### src/rtl/cfg_seq_pkg.sv
// Shared codes for the fabric configuration sequencer.
// Assumes a 3-bit fabric status code and a 12-bit monitor interrupt vector.
package cfg_seq_pkg;

    localparam int MODE_W = 3;
    localparam int IRQ_W  = 12;

    // Fabric status codes watched by the sequencer
    localparam logic [MODE_W-1:0] FM_RESET = 3'd1;
    localparam logic [MODE_W-1:0] FM_CFG   = 3'd2;
    localparam logic [MODE_W-1:0] FM_INIT  = 3'd3;
    localparam logic [MODE_W-1:0] FM_USER  = 3'd4;

    typedef enum logic [3:0] {
        S_IDLE,
        S_ARM,
        S_PULL,
        S_WAIT_CFG,
        S_CLR,
        S_LOAD,
        S_BURST_A,
        S_WAIT_INIT,
        S_BURST_B,
        S_WAIT_USER
    } seq_state_e;

    typedef enum logic [2:0] {
        E_NONE  = 3'd0,
        E_RESET = 3'd1,
        E_CFG   = 3'd2,
        E_BURST = 3'd3,
        E_INIT  = 3'd4,
        E_USER  = 3'd5
    } seq_err_e;

endpackage

### src/rtl/cfg_strap_decode.sv
// Strap decoder: turns the latched mode-select strap into data width and
// clock-to-data ratio. Purely combinational. Assumes the caller holds the
// strap stable while the result is in use. Bit 2 is reserved and ignored.
module cfg_strap_decode (
    input  logic [3:0] strap_i,
    output logic       wide_o,
    output logic [3:0] ratio_o
);

    // Decode width and ratio from the strap pattern
    always_comb begin
        casez (strap_i)
            4'b1?01: begin wide_o = 1'b1; ratio_o = 4'd4; end
            4'b1?10: begin wide_o = 1'b1; ratio_o = 4'd8; end
            4'b1?00,
            4'b1?11: begin wide_o = 1'b1; ratio_o = 4'd1; end
            4'b0?01: begin wide_o = 1'b0; ratio_o = 4'd2; end
            4'b0?10: begin wide_o = 1'b0; ratio_o = 4'd4; end
            default: begin wide_o = 1'b0; ratio_o = 4'd1; end
        endcase
    end

endmodule

### src/rtl/cfg_wait_timer.sv
// Wait timer: counts cycles spent in one waiting phase and flags the last
// permitted cycle. clr_i restarts the count on every phase change.
// Assumes LIMIT >= 1; a phase may last at most LIMIT cycles.
module cfg_wait_timer #(
    parameter int LIMIT = 1_000_000
) (
    input  logic clk,
    input  logic rst_n,
    input  logic clr_i,
    input  logic run_i,
    output logic expired_o
);

    localparam int CNT_W = $clog2(LIMIT + 1);
    localparam logic [CNT_W-1:0] LAST = CNT_W'(LIMIT - 1);

    logic [CNT_W-1:0] cnt_q;

    assign expired_o = run_i && (cnt_q == LAST);

    // Count cycles in the current wait, restart on phase change
    always_ff @(posedge clk) begin
        if (!rst_n) begin
            cnt_q <= '0;
        end else if (clr_i) begin
            cnt_q <= '0;
        end else if (run_i && !expired_o) begin
            cnt_q <= cnt_q + 1'b1;
        end
    end

endmodule

### src/rtl/cfg_clk_burst.sv
// Clock burst generator: after load_i emits count_i consecutive dclk_o
// cycles, then pulses done_o in the cycle after the last one.
// Assumes count_i >= 1; abort_i drops any burst in flight.
module cfg_clk_burst #(
    parameter int CNT_W = 16
) (
    input  logic             clk,
    input  logic             rst_n,
    input  logic             load_i,
    input  logic [CNT_W-1:0] count_i,
    input  logic             abort_i,
    output logic             dclk_o,
    output logic             done_o
);

    logic [CNT_W-1:0] rem_q;
    logic             done_q;

    assign dclk_o = (rem_q != '0);
    assign done_o = done_q;

    // Track remaining clocks of the burst
    always_ff @(posedge clk) begin
        if (!rst_n) begin
            rem_q <= '0;
        end else if (abort_i) begin
            rem_q <= '0;
        end else if (load_i) begin
            rem_q <= count_i;
        end else if (rem_q != '0) begin
            rem_q <= rem_q - 1'b1;
        end
    end

    // Raise completion one cycle after the final clock
    always_ff @(posedge clk) begin
        if (!rst_n) begin
            done_q <= 1'b0;
        end else begin
            done_q <= (rem_q == CNT_W'(1)) && !abort_i && !load_i;
        end
    end

endmodule

### src/rtl/cfg_ready_filter.sv
// Ready filter: reports the fabric ready only after init-done was high on
// two consecutive edges while the status reads user mode.
// Assumes init_done_i is already synchronous to clk.
module cfg_ready_filter (
    input  logic clk,
    input  logic rst_n,
    input  logic init_done_i,
    input  logic user_mode_i,
    output logic ready_o
);

    logic id_q;
    logic rdy_q;

    assign ready_o = rdy_q;

    // Keep the previous init-done sample
    always_ff @(posedge clk) begin
        if (!rst_n) id_q <= 1'b0;
        else        id_q <= init_done_i;
    end

    // Combine two samples with the user-mode status
    always_ff @(posedge clk) begin
        if (!rst_n) rdy_q <= 1'b0;
        else        rdy_q <= init_done_i && id_q && user_mode_i;
    end

endmodule

### src/rtl/cfg_seq_top.sv
// Fabric configuration sequencer. On start it latches the strap, takes the
// configuration lines, and steps the fabric through reset, configure,
// init and user phases with a bounded wait and a clock burst between them.
// Assumes all inputs are synchronous to clk and both burst lengths are >= 1.
module cfg_seq_top #(
    parameter int TIMEOUT   = 1_000_000,
    parameter int INIT_CLKS = 4,
    parameter int USER_CLKS = 32'h5000
) (
    input  logic        clk,
    input  logic        rst_n,
    input  logic        start_i,
    input  logic        load_done_i,
    input  logic [3:0]  strap_i,
    input  logic [2:0]  fab_mode_i,
    input  logic        init_done_i,
    output logic        ce_n_o,
    output logic        drive_en_o,
    output logic        cfg_pull_o,
    output logic        bus_cfg_en_o,
    output logic [11:0] irq_clr_o,
    output logic        dclk_o,
    output logic        wide_o,
    output logic [3:0]  ratio_o,
    output logic        busy_o,
    output logic        done_o,
    output logic        err_o,
    output logic [2:0]  err_code_o,
    output logic        ready_o
);
    import cfg_seq_pkg::*;

    localparam int BURST_MAX = (INIT_CLKS > USER_CLKS) ? INIT_CLKS : USER_CLKS;
    localparam int BURST_W   = $clog2(BURST_MAX + 1);

    seq_state_e       state_q, state_d;
    seq_err_e         fail_code;
    logic             fail;
    logic             success;
    logic             accept;
    logic [3:0]       strap_q;
    logic             ce_n_q, drv_q, bus_q, done_q, err_q;
    logic [2:0]       code_q;
    logic             tmr_clr, tmr_run, tmr_exp;
    logic             burst_load, burst_done;
    logic [BURST_W-1:0] burst_cnt;

    cfg_strap_decode u_dec (
        .strap_i (strap_q),
        .wide_o  (wide_o),
        .ratio_o (ratio_o)
    );

    cfg_wait_timer #(.LIMIT(TIMEOUT)) u_tmr (
        .clk       (clk),
        .rst_n     (rst_n),
        .clr_i     (tmr_clr),
        .run_i     (tmr_run),
        .expired_o (tmr_exp)
    );

    cfg_clk_burst #(.CNT_W(BURST_W)) u_burst (
        .clk     (clk),
        .rst_n   (rst_n),
        .load_i  (burst_load),
        .count_i (burst_cnt),
        .abort_i (fail),
        .dclk_o  (dclk_o),
        .done_o  (burst_done)
    );

    cfg_ready_filter u_rdy (
        .clk         (clk),
        .rst_n       (rst_n),
        .init_done_i (init_done_i),
        .user_mode_i (fab_mode_i == FM_USER),
        .ready_o     (ready_o)
    );

    // Next-state, burst launch and abort decision
    always_comb begin
        state_d    = state_q;
        fail       = 1'b0;
        fail_code  = E_NONE;
        burst_load = 1'b0;
        burst_cnt  = '0;
        case (state_q)
            S_IDLE:      if (start_i) state_d = S_ARM;
            S_ARM:       state_d = S_PULL;
            S_PULL: begin
                if (fab_mode_i == FM_RESET) state_d = S_WAIT_CFG;
                else if (tmr_exp) begin fail = 1'b1; fail_code = E_RESET; end
            end
            S_WAIT_CFG: begin
                if (fab_mode_i == FM_CFG) state_d = S_CLR;
                else if (tmr_exp) begin fail = 1'b1; fail_code = E_CFG; end
            end
            S_CLR:       state_d = S_LOAD;
            S_LOAD: begin
                if (load_done_i) begin
                    state_d    = S_BURST_A;
                    burst_load = 1'b1;
                    burst_cnt  = BURST_W'(INIT_CLKS);
                end
            end
            S_BURST_A: begin
                if (burst_done) state_d = S_WAIT_INIT;
                else if (tmr_exp) begin fail = 1'b1; fail_code = E_BURST; end
            end
            S_WAIT_INIT: begin
                if (fab_mode_i == FM_INIT || fab_mode_i == FM_USER) begin
                    state_d    = S_BURST_B;
                    burst_load = 1'b1;
                    burst_cnt  = BURST_W'(USER_CLKS);
                end else if (tmr_exp) begin
                    fail = 1'b1; fail_code = E_INIT;
                end
            end
            S_BURST_B: begin
                if (burst_done) state_d = S_WAIT_USER;
                else if (tmr_exp) begin fail = 1'b1; fail_code = E_BURST; end
            end
            S_WAIT_USER: begin
                if (fab_mode_i == FM_USER) state_d = S_IDLE;
                else if (tmr_exp) begin fail = 1'b1; fail_code = E_USER; end
            end
            default:     state_d = S_IDLE;
        endcase
        if (fail) state_d = S_IDLE;
    end

    assign accept  = (state_q == S_IDLE) && start_i;
    assign success = (state_q == S_WAIT_USER) && (fab_mode_i == FM_USER);
    assign tmr_clr = (state_d != state_q);
    assign tmr_run = (state_q == S_PULL)      || (state_q == S_WAIT_CFG)  ||
                     (state_q == S_BURST_A)   || (state_q == S_WAIT_INIT) ||
                     (state_q == S_BURST_B)   || (state_q == S_WAIT_USER);

    // Advance the sequence state
    always_ff @(posedge clk) begin
        if (!rst_n) state_q <= S_IDLE;
        else        state_q <= state_d;
    end

    // Capture the strap only when a start is accepted
    always_ff @(posedge clk) begin
        if (!rst_n)      strap_q <= 4'd0;
        else if (accept) strap_q <= strap_i;
    end

    // Drive ownership of the configuration lines
    always_ff @(posedge clk) begin
        if (!rst_n) begin
            ce_n_q <= 1'b1;
            drv_q  <= 1'b0;
        end else if (accept) begin
            ce_n_q <= 1'b0;
            drv_q  <= 1'b1;
        end else if (fail) begin
            ce_n_q <= 1'b1;
            drv_q  <= 1'b0;
        end else if (success) begin
            drv_q  <= 1'b0;
        end
    end

    // Configuration bus enable, set after the interrupt clear
    always_ff @(posedge clk) begin
        if (!rst_n)                 bus_q <= 1'b0;
        else if (accept || fail)    bus_q <= 1'b0;
        else if (state_q == S_CLR)  bus_q <= 1'b1;
    end

    // Host handshake result, held until the next start
    always_ff @(posedge clk) begin
        if (!rst_n) begin
            done_q <= 1'b0;
            err_q  <= 1'b0;
            code_q <= E_NONE;
        end else if (accept) begin
            done_q <= 1'b0;
            err_q  <= 1'b0;
            code_q <= E_NONE;
        end else if (fail) begin
            err_q  <= 1'b1;
            code_q <= fail_code;
        end else if (success) begin
            done_q <= 1'b1;
        end
    end

    assign ce_n_o       = ce_n_q;
    assign drive_en_o   = drv_q;
    assign bus_cfg_en_o = bus_q;
    assign cfg_pull_o   = (state_q == S_PULL);
    assign irq_clr_o    = (state_q == S_CLR) ? {IRQ_W{1'b1}} : {IRQ_W{1'b0}};
    assign busy_o       = (state_q != S_IDLE);
    assign done_o       = done_q;
    assign err_o        = err_q;
    assign err_code_o   = code_q;

endmodule

### config.mk
export PLATFORM = sky130hd
export DESIGN_NAME = cfg_seq_top
export DESIGN_NICKNAME = d
export VERILOG_FILES = /design/src/rtl/cfg_seq_pkg.sv /design/src/rtl/cfg_strap_decode.sv /design/src/rtl/cfg_wait_timer.sv /design/src/rtl/cfg_clk_burst.sv /design/src/rtl/cfg_ready_filter.sv /design/src/rtl/cfg_seq_top.sv
export SDC_FILE = /design/constraint.sdc
export NUM_CORES = 1
export LEC_CHECK = 0
export CORE_MARGIN = 4
export CORE_UTILIZATION = 39
export DETAILED_ROUTE_END_ITERATION = 8
export DONT_BUFFER_PORTS = 1
export PLACE_DENSITY = 0.63
export SETUP_SLACK_MARGIN = 0.3
export SLEW_MARGIN = 20
export SYNTH_ARGS = -nofsm -noshare
export SYNTH_HDL_FRONTEND = slang
export SYNTH_HIERARCHICAL = 1
export SYNTH_SLANG_ARGS = --single-unit
### constraint.sdc
create_clock -name clk -period 7.9 [get_ports clk]
set_clock_uncertainty 0.1 [all_clocks]
set_input_delay 0.395 -clock clk [delete_from_list [all_inputs] [get_ports clk]]
set_output_delay 0.395 -clock clk [all_outputs]
set_load 0.05 [all_outputs]
Word level (Yosys, flattened, before mapping). Index checks and enable logic that the tools add are counted.

Add/subtract/negate cells: 2. Multipliers: 0. Div/mod/pow operators: 0. Magnitude comparators: 0. Eq/ne operators: 22. Shift operators: 0. Muxes and demuxes: 44. Bitwise gates (word level): 2. Reductions and logical operators: 32.

Operators by type and width (number): 2-to-1 mux 15 bit (3); one-hot mux 4 bit (10 select lines) (1); 2-to-1 mux 4 bit (9); one-hot mux 15 bit (2 select lines) (1); adder 20 x 1 -> 20 bit, second input constant (1); equality test 20 bit, second input constant (1); equality test 4 x 3 -> 1 bit, second input constant (4); 2-to-1 mux 1 bit (16); equality test 15 x 1 -> 1 bit, second input constant (1); equality test 3 bit, second input constant (5); 2-to-1 mux 3 bit (5); one-hot mux 3 bit (5 select lines) (1); nonzero test 15 bit (1); subtractor 15 x 1 -> 15 bit, second input constant (1); 2-to-1 mux 12 bit (1); one-hot mux 4 bit (3 select lines) (1); OR reduction 2 bit (6); equality test 3 x 2 -> 1 bit, second input constant (3); equality test 4 x 2 -> 1 bit, second input constant (2); equality test 4 bit, second input constant (2); logical AND 1 bit (8); 2-to-1 mux 2 bit (4); logical OR 1 bit (7); equality test 3 x 1 -> 1 bit, second input constant (2); other kinds (12) (16).

Bits in registers: 54. Bits in latches: 0. Memory bits (writable): 0. Memory bits (read-only): 0. Output and inout port bits: 29. Word-level logic and storage cells: 115. Memories: 0.

Logic depth before layout (Yosys ltp).
Depth in word-level cells: 13. Mapped depth: 15. Gate-level depth less buffers: 14.

Hierarchy. Netlist, hierarchy kept.

Modules (own cells, without submodules): cfg_seq_top (instances 1, cells an instance 133, area an instance 1092.3 sq um, sequential area each 320.3 sq um); cfg_wait_timer (instances 1, cells an instance 116, area an instance 1019.7 sq um, sequential area each 400.4 sq um); cfg_clk_burst (instances 1, cells an instance 112, area an instance 908.4 sq um, sequential area each 320.3 sq um); cfg_ready_filter (instances 1, cells an instance 4, area an instance 56.3 sq um, sequential area each 40.0 sq um); cfg_strap_decode (instances 1, cells an instance 8, area an instance 50.0 sq um, sequential area each 0.0 sq um).

Worst setup path after synthesis. Ideal clock, no wire load.

Path type: flip-flop to flip-flop. From: register state_q[3]. To: register u_tmr.cnt_q[0]. Arrival: 3.715 ns. Data required time: 7.735 ns. Setup slack: 4.020 ns. Cell stages (with the launch flop): 12. Buffers on the path: 3. Period minus slack after synthesis: 3.880 ns. Cell sequence: dfxtp_1 -> buf_2 -> nor4b_1 -> a32o_1 -> a211oi_4 -> inv_4 -> a31o_1 -> o2111ai_2 -> or2b_2 -> buf_4 -> clkbuf_1 -> nor2_1.

Longest elaborated chain between the ends: 13.

RTL lines: start: declaration (RTL line cfg_seq_top.sv:36) `seq_state_e state_q, state_d;`; start signal: assignment (RTL line cfg_seq_top.sv:142) `else state_q <= state_d;`; equality test 4 x 2 -> 1 bit (*); named net cfg_pull_o (RTL line cfg_seq_top.sv:19) `output logic cfg_pull_o,`; logical OR 1 bit (2 in a row) (RTL line cfg_seq_top.sv:135) `assign tmr_run = (state_q == S_PULL) || (state_q == S_WAIT_CFG) ||`; logical OR 1 bit (2 in a row) (RTL line cfg_seq_top.sv:136) `(state_q == S_BURST_A) || (state_q == S_WAIT_INIT) ||`; logical OR 1 bit (RTL line cfg_seq_top.sv:137) `(state_q == S_BURST_B) || (state_q == S_WAIT_USER);`; logical AND 1 bit (RTL line cfg_wait_timer.sv:19) `assign expired_o = run_i && (cnt_q == LAST);`; 2-to-1 mux 1 bit; 2-to-1 mux 1 bit (on tied branches); one-hot mux 1 bit (5 select lines) (*) (RTL line cfg_seq_top.sv:87) `case (state_q)`; named net fail (RTL line cfg_seq_top.sv:38) `logic fail;`; 2-to-1 mux 4 bit (*) (RTL line cfg_seq_top.sv:129) `if (fail) state_d = S_IDLE;`; inequality test 4 bit (*) (RTL line cfg_seq_top.sv:134) `assign tmr_clr = (state_d != state_q);`; named net tmr_clr (RTL line cfg_seq_top.sv:44) `logic tmr_clr, tmr_run, tmr_exp;`; OR reduction 2 bit (no line) (*); end signal: assignment (RTL line cfg_wait_timer.sv:28) `cnt_q <= cnt_q + 1'b1;`; end: declaration (RTL line cfg_wait_timer.sv:17) `logic [CNT_W-1:0] cnt_q;`.

Mark *: on every way through the listed nets, which the timed path passes. The rest lies on a longest branch. A chain may end at the register's enable or synchronous reset.

Final worst setup path.
From: register state_q[3]. To: register u_tmr.cnt_q[3].

Longest elaborated chain between the ends: 13.

RTL lines (RTL line): equality test 4 x 2 -> 1 bit (cfg_seq_top.sv:135); logical OR 1 bit (2 in a row) (cfg_seq_top.sv:135); logical OR 1 bit (2 in a row) (cfg_seq_top.sv:136); logical OR 1 bit (*) (cfg_seq_top.sv:137); named net tmr_run (cfg_seq_top.sv:44); logical AND 1 bit (*) (cfg_wait_timer.sv:19); named net tmr_exp (cfg_seq_top.sv:44); 2-to-1 mux 1 bit (*); 2-to-1 mux 1 bit (on tied branches); one-hot mux 1 bit (5 select lines) (*) (cfg_seq_top.sv:87); named net fail (cfg_seq_top.sv:38); 2-to-1 mux 4 bit (*) (cfg_seq_top.sv:129); inequality test 4 bit (*) (cfg_seq_top.sv:134); named net tmr_clr (cfg_seq_top.sv:44); OR reduction 2 bit (no line) (*).

Marks and branches as above.

==> metrics.sh <==
RESULT_OF_THE_RUN='finished, final reports clean'
GRT_START_MAX_NET_PINS=21
CLOCK_TREE.HTREE_LEVEL_COUNT=2
SYN_AREA_CELL_UM2=8.35
GRT_PASS1_VIAS=2515
DP_HPWL_UM=4860
FINISH.CELL_COUNT_WITHOUT_FILLERS=467
DIE-WIDTH_UM=97.0
WORST-PATH-MAX-FANOUT=19
LAYOUT.CELLS.MOST_COMMON='dfxtp_1'
POST_CTS_RESIZED=0
IO_PINS=41
LAYOUT_MIN_CYCLE_TIME_NS=4.11
WORST_PATH_REQUIRED_NS=8.05
FINALHOLDVIOLATIONS=0
DIE_HEIGHT_UM=97.0
GP_CONGESTION=0.911
VIA_PER_INST=5.63
NUMBER_OF_BUFFERS_ADDED_TO_FIX_HOLD_VIOLATIONS_AFTER_CTS=0
ENDPOINT_KIND='register'
POSTPLACECELLAREA_UM2=3140
GLOBAL_ROUTE_WIRE_LENGTH_BEFORE_REPAIR_UM=11800
DETAIL_ROUTE.WL_PER_CELL_UM=14.6
INSERTEDDIODECOUNT=0
POSTCTSSETUPREPAIRBUFS=0
FILLERINSTANCES=780
CLOCK_SINK_COUNT=53
POST-PLACE-WS_NS=3.89
HOLD_PATH.CLASS='in2reg'
POWER.LEAKAGE_nW=1.15
TIMING_WORST_SLEW_PIN_VALUE_NS=1.09
TIMING.FINAL.MAX_SLEW_VIOLATIONS=0
AREA_GROWTH_PCT=4.70
HOLDPATHSTAGES=1
FP.DIEAREA_UM2=9410
PLACEABLE_CORE_REGION_UM2=7730
POSTLAYOUTCOREUTIL_PCT=41.9
NETLIST_AREA_BEFORE_PLACEMENT_UM2=3090
CRIT_PATH_START_KIND='register'
FINALCRITPERIODSHARE_PCT=52.0
CRIT_ARRIVAL_NS=4.26
POST-ROUTE-DRC-COUNT=0
CLOCK_LATENCY_NS=0.30
CTS-ROOT-TO-SINK-BUFFERS=2
DP.CELLS=459
PWR_DENS_nW_PER_UM2=248
DRTANTENNAVIOLNETS=0
LAYOUT_COMMON_CELLS='dfxtp_1 (53), nor2_1 (41), nand2_1 (31), a21oi_1 (18), nand3_1 (15)'
ROUTE.VIAS.TOTAL=2631
LAYOUT-DRIVE-GT1-SHARE_PCT=9.86
INITIAL_ANTENNA_VIOLATION_COUNT=0
R2R_SLACK_NS=3.79
GRT_OVERFLOW=0
MAXCAPVIOLCOUNT=0
SETUP-TNS-FINAL_NS=0
WORST-R2R-CELL-COUNT=12
WARNINGS_FROM_YOSYS=6
CRITPATHKIND='reg2reg'
CTS-BUFFERS-INSERTED=5
HOLD_WORST_SLACK_NS=0.0606
FIRST_ITER_VIOLATIONS=160
CTS_TREE='built'
SYNTH_CELLS=370
GLOBAL_ROUTE.USAGE.TOTAL_PCT=14.6
FINALSETUPVIOLCOUNT=0
PATH_CLK_SLEW_NS=0.10
PORT-BUFFER-COUNT=0
POST-LAYOUT-TOTAL-POWER_mW=0.801
START_UTIL_PCT=40.0
VDD_DROP_MAX_mV=0.183
CLOCK.FMAX_MHz=243
FINAL_AREA_UM2=3240
CLOCKROOTBUFFER='clkbuf_8'
SETUP_REPAIR_AFTER_GLOBAL_ROUTING_MISSED_ITS_MARGIN='no'
DETAIL_ROUTE.WIRELENGTH_UM=6820
POST-ROUTE-WORST-SETUP-SLACK_NS=3.79
RELSLEWSLACK_PCT=26.6
CORE.ROWCOUNT=32
FINALNETCOUNT=379
DRT_PRE_ANTENNA_ITERS=4
[state kept, by name (all words and copies together) (netlist names), 3 cells and up]
register / cells
strap_q: 3
err_code_o: 3
u_tmr/cnt_q: 20
state_q: 4
u_burst/rem_q: 15
[cell type report]
class | instances | area [µm²] | share of cell area [%]
multi-input cells | 289 | 1870 | 57.9
flip-flops and latches | 53 | 1060 | 32.8
well taps | 102 | 128 | 3.94
clock buffers | 6 | 82.6 | 2.55
inverters | 11 | 43.8 | 1.35
repair buffers | 4 | 33.8 | 1.04
clock inverters | 2 | 13.8 | 0.425
[routing by layer]
layer | global-route usage (%) | routed length [µm] | vias up
li1 | - | - | 1311
met1 | 20.1 | 3220 | 1240
met2 | 22.7 | 3200 | 78
met3 | 3.32 | 360 | 2
met4 | 4.21 | 40 | 0
met5 | 0 | 0 | -
[report_power, final]
group / internal, mW / total [mW] / switching, mW / leakage, nW
registers: 0.300 / 0.342 / 0.0423 / 0.431
logic: 0.115 / 0.298 / 0.183 / 0.672
clock network: 0.0713 / 0.161 / 0.0894 / 0.0512
[worst paths after layout]
kind,to,start
worst min-delay path,ce_n_o,rst_n
worst max register to register,u_tmr/cnt_q[3],state_q[3]
worst max-delay path,u_tmr/cnt_q[3],state_q[3]
worst min register to register,u_rdy/ready_o,u_rdy/id_q
[worst max-delay path, cell delays in order, from the launching register on]
cell and delay [ns]:
dfxtp_1 0.58, nor3b_1 0.64, a21o_1 0.28, and4_1 0.40
nand4b_1 0.14, a211oi_1 0.57, a211oi_4 0.16, inv_4 0.13
a31o_1 0.13, o2111ai_2 0.12, or2b_2 0.49, nor2_1 0.16
a31o_1 0.16
(Power assumes the default switching activity.)
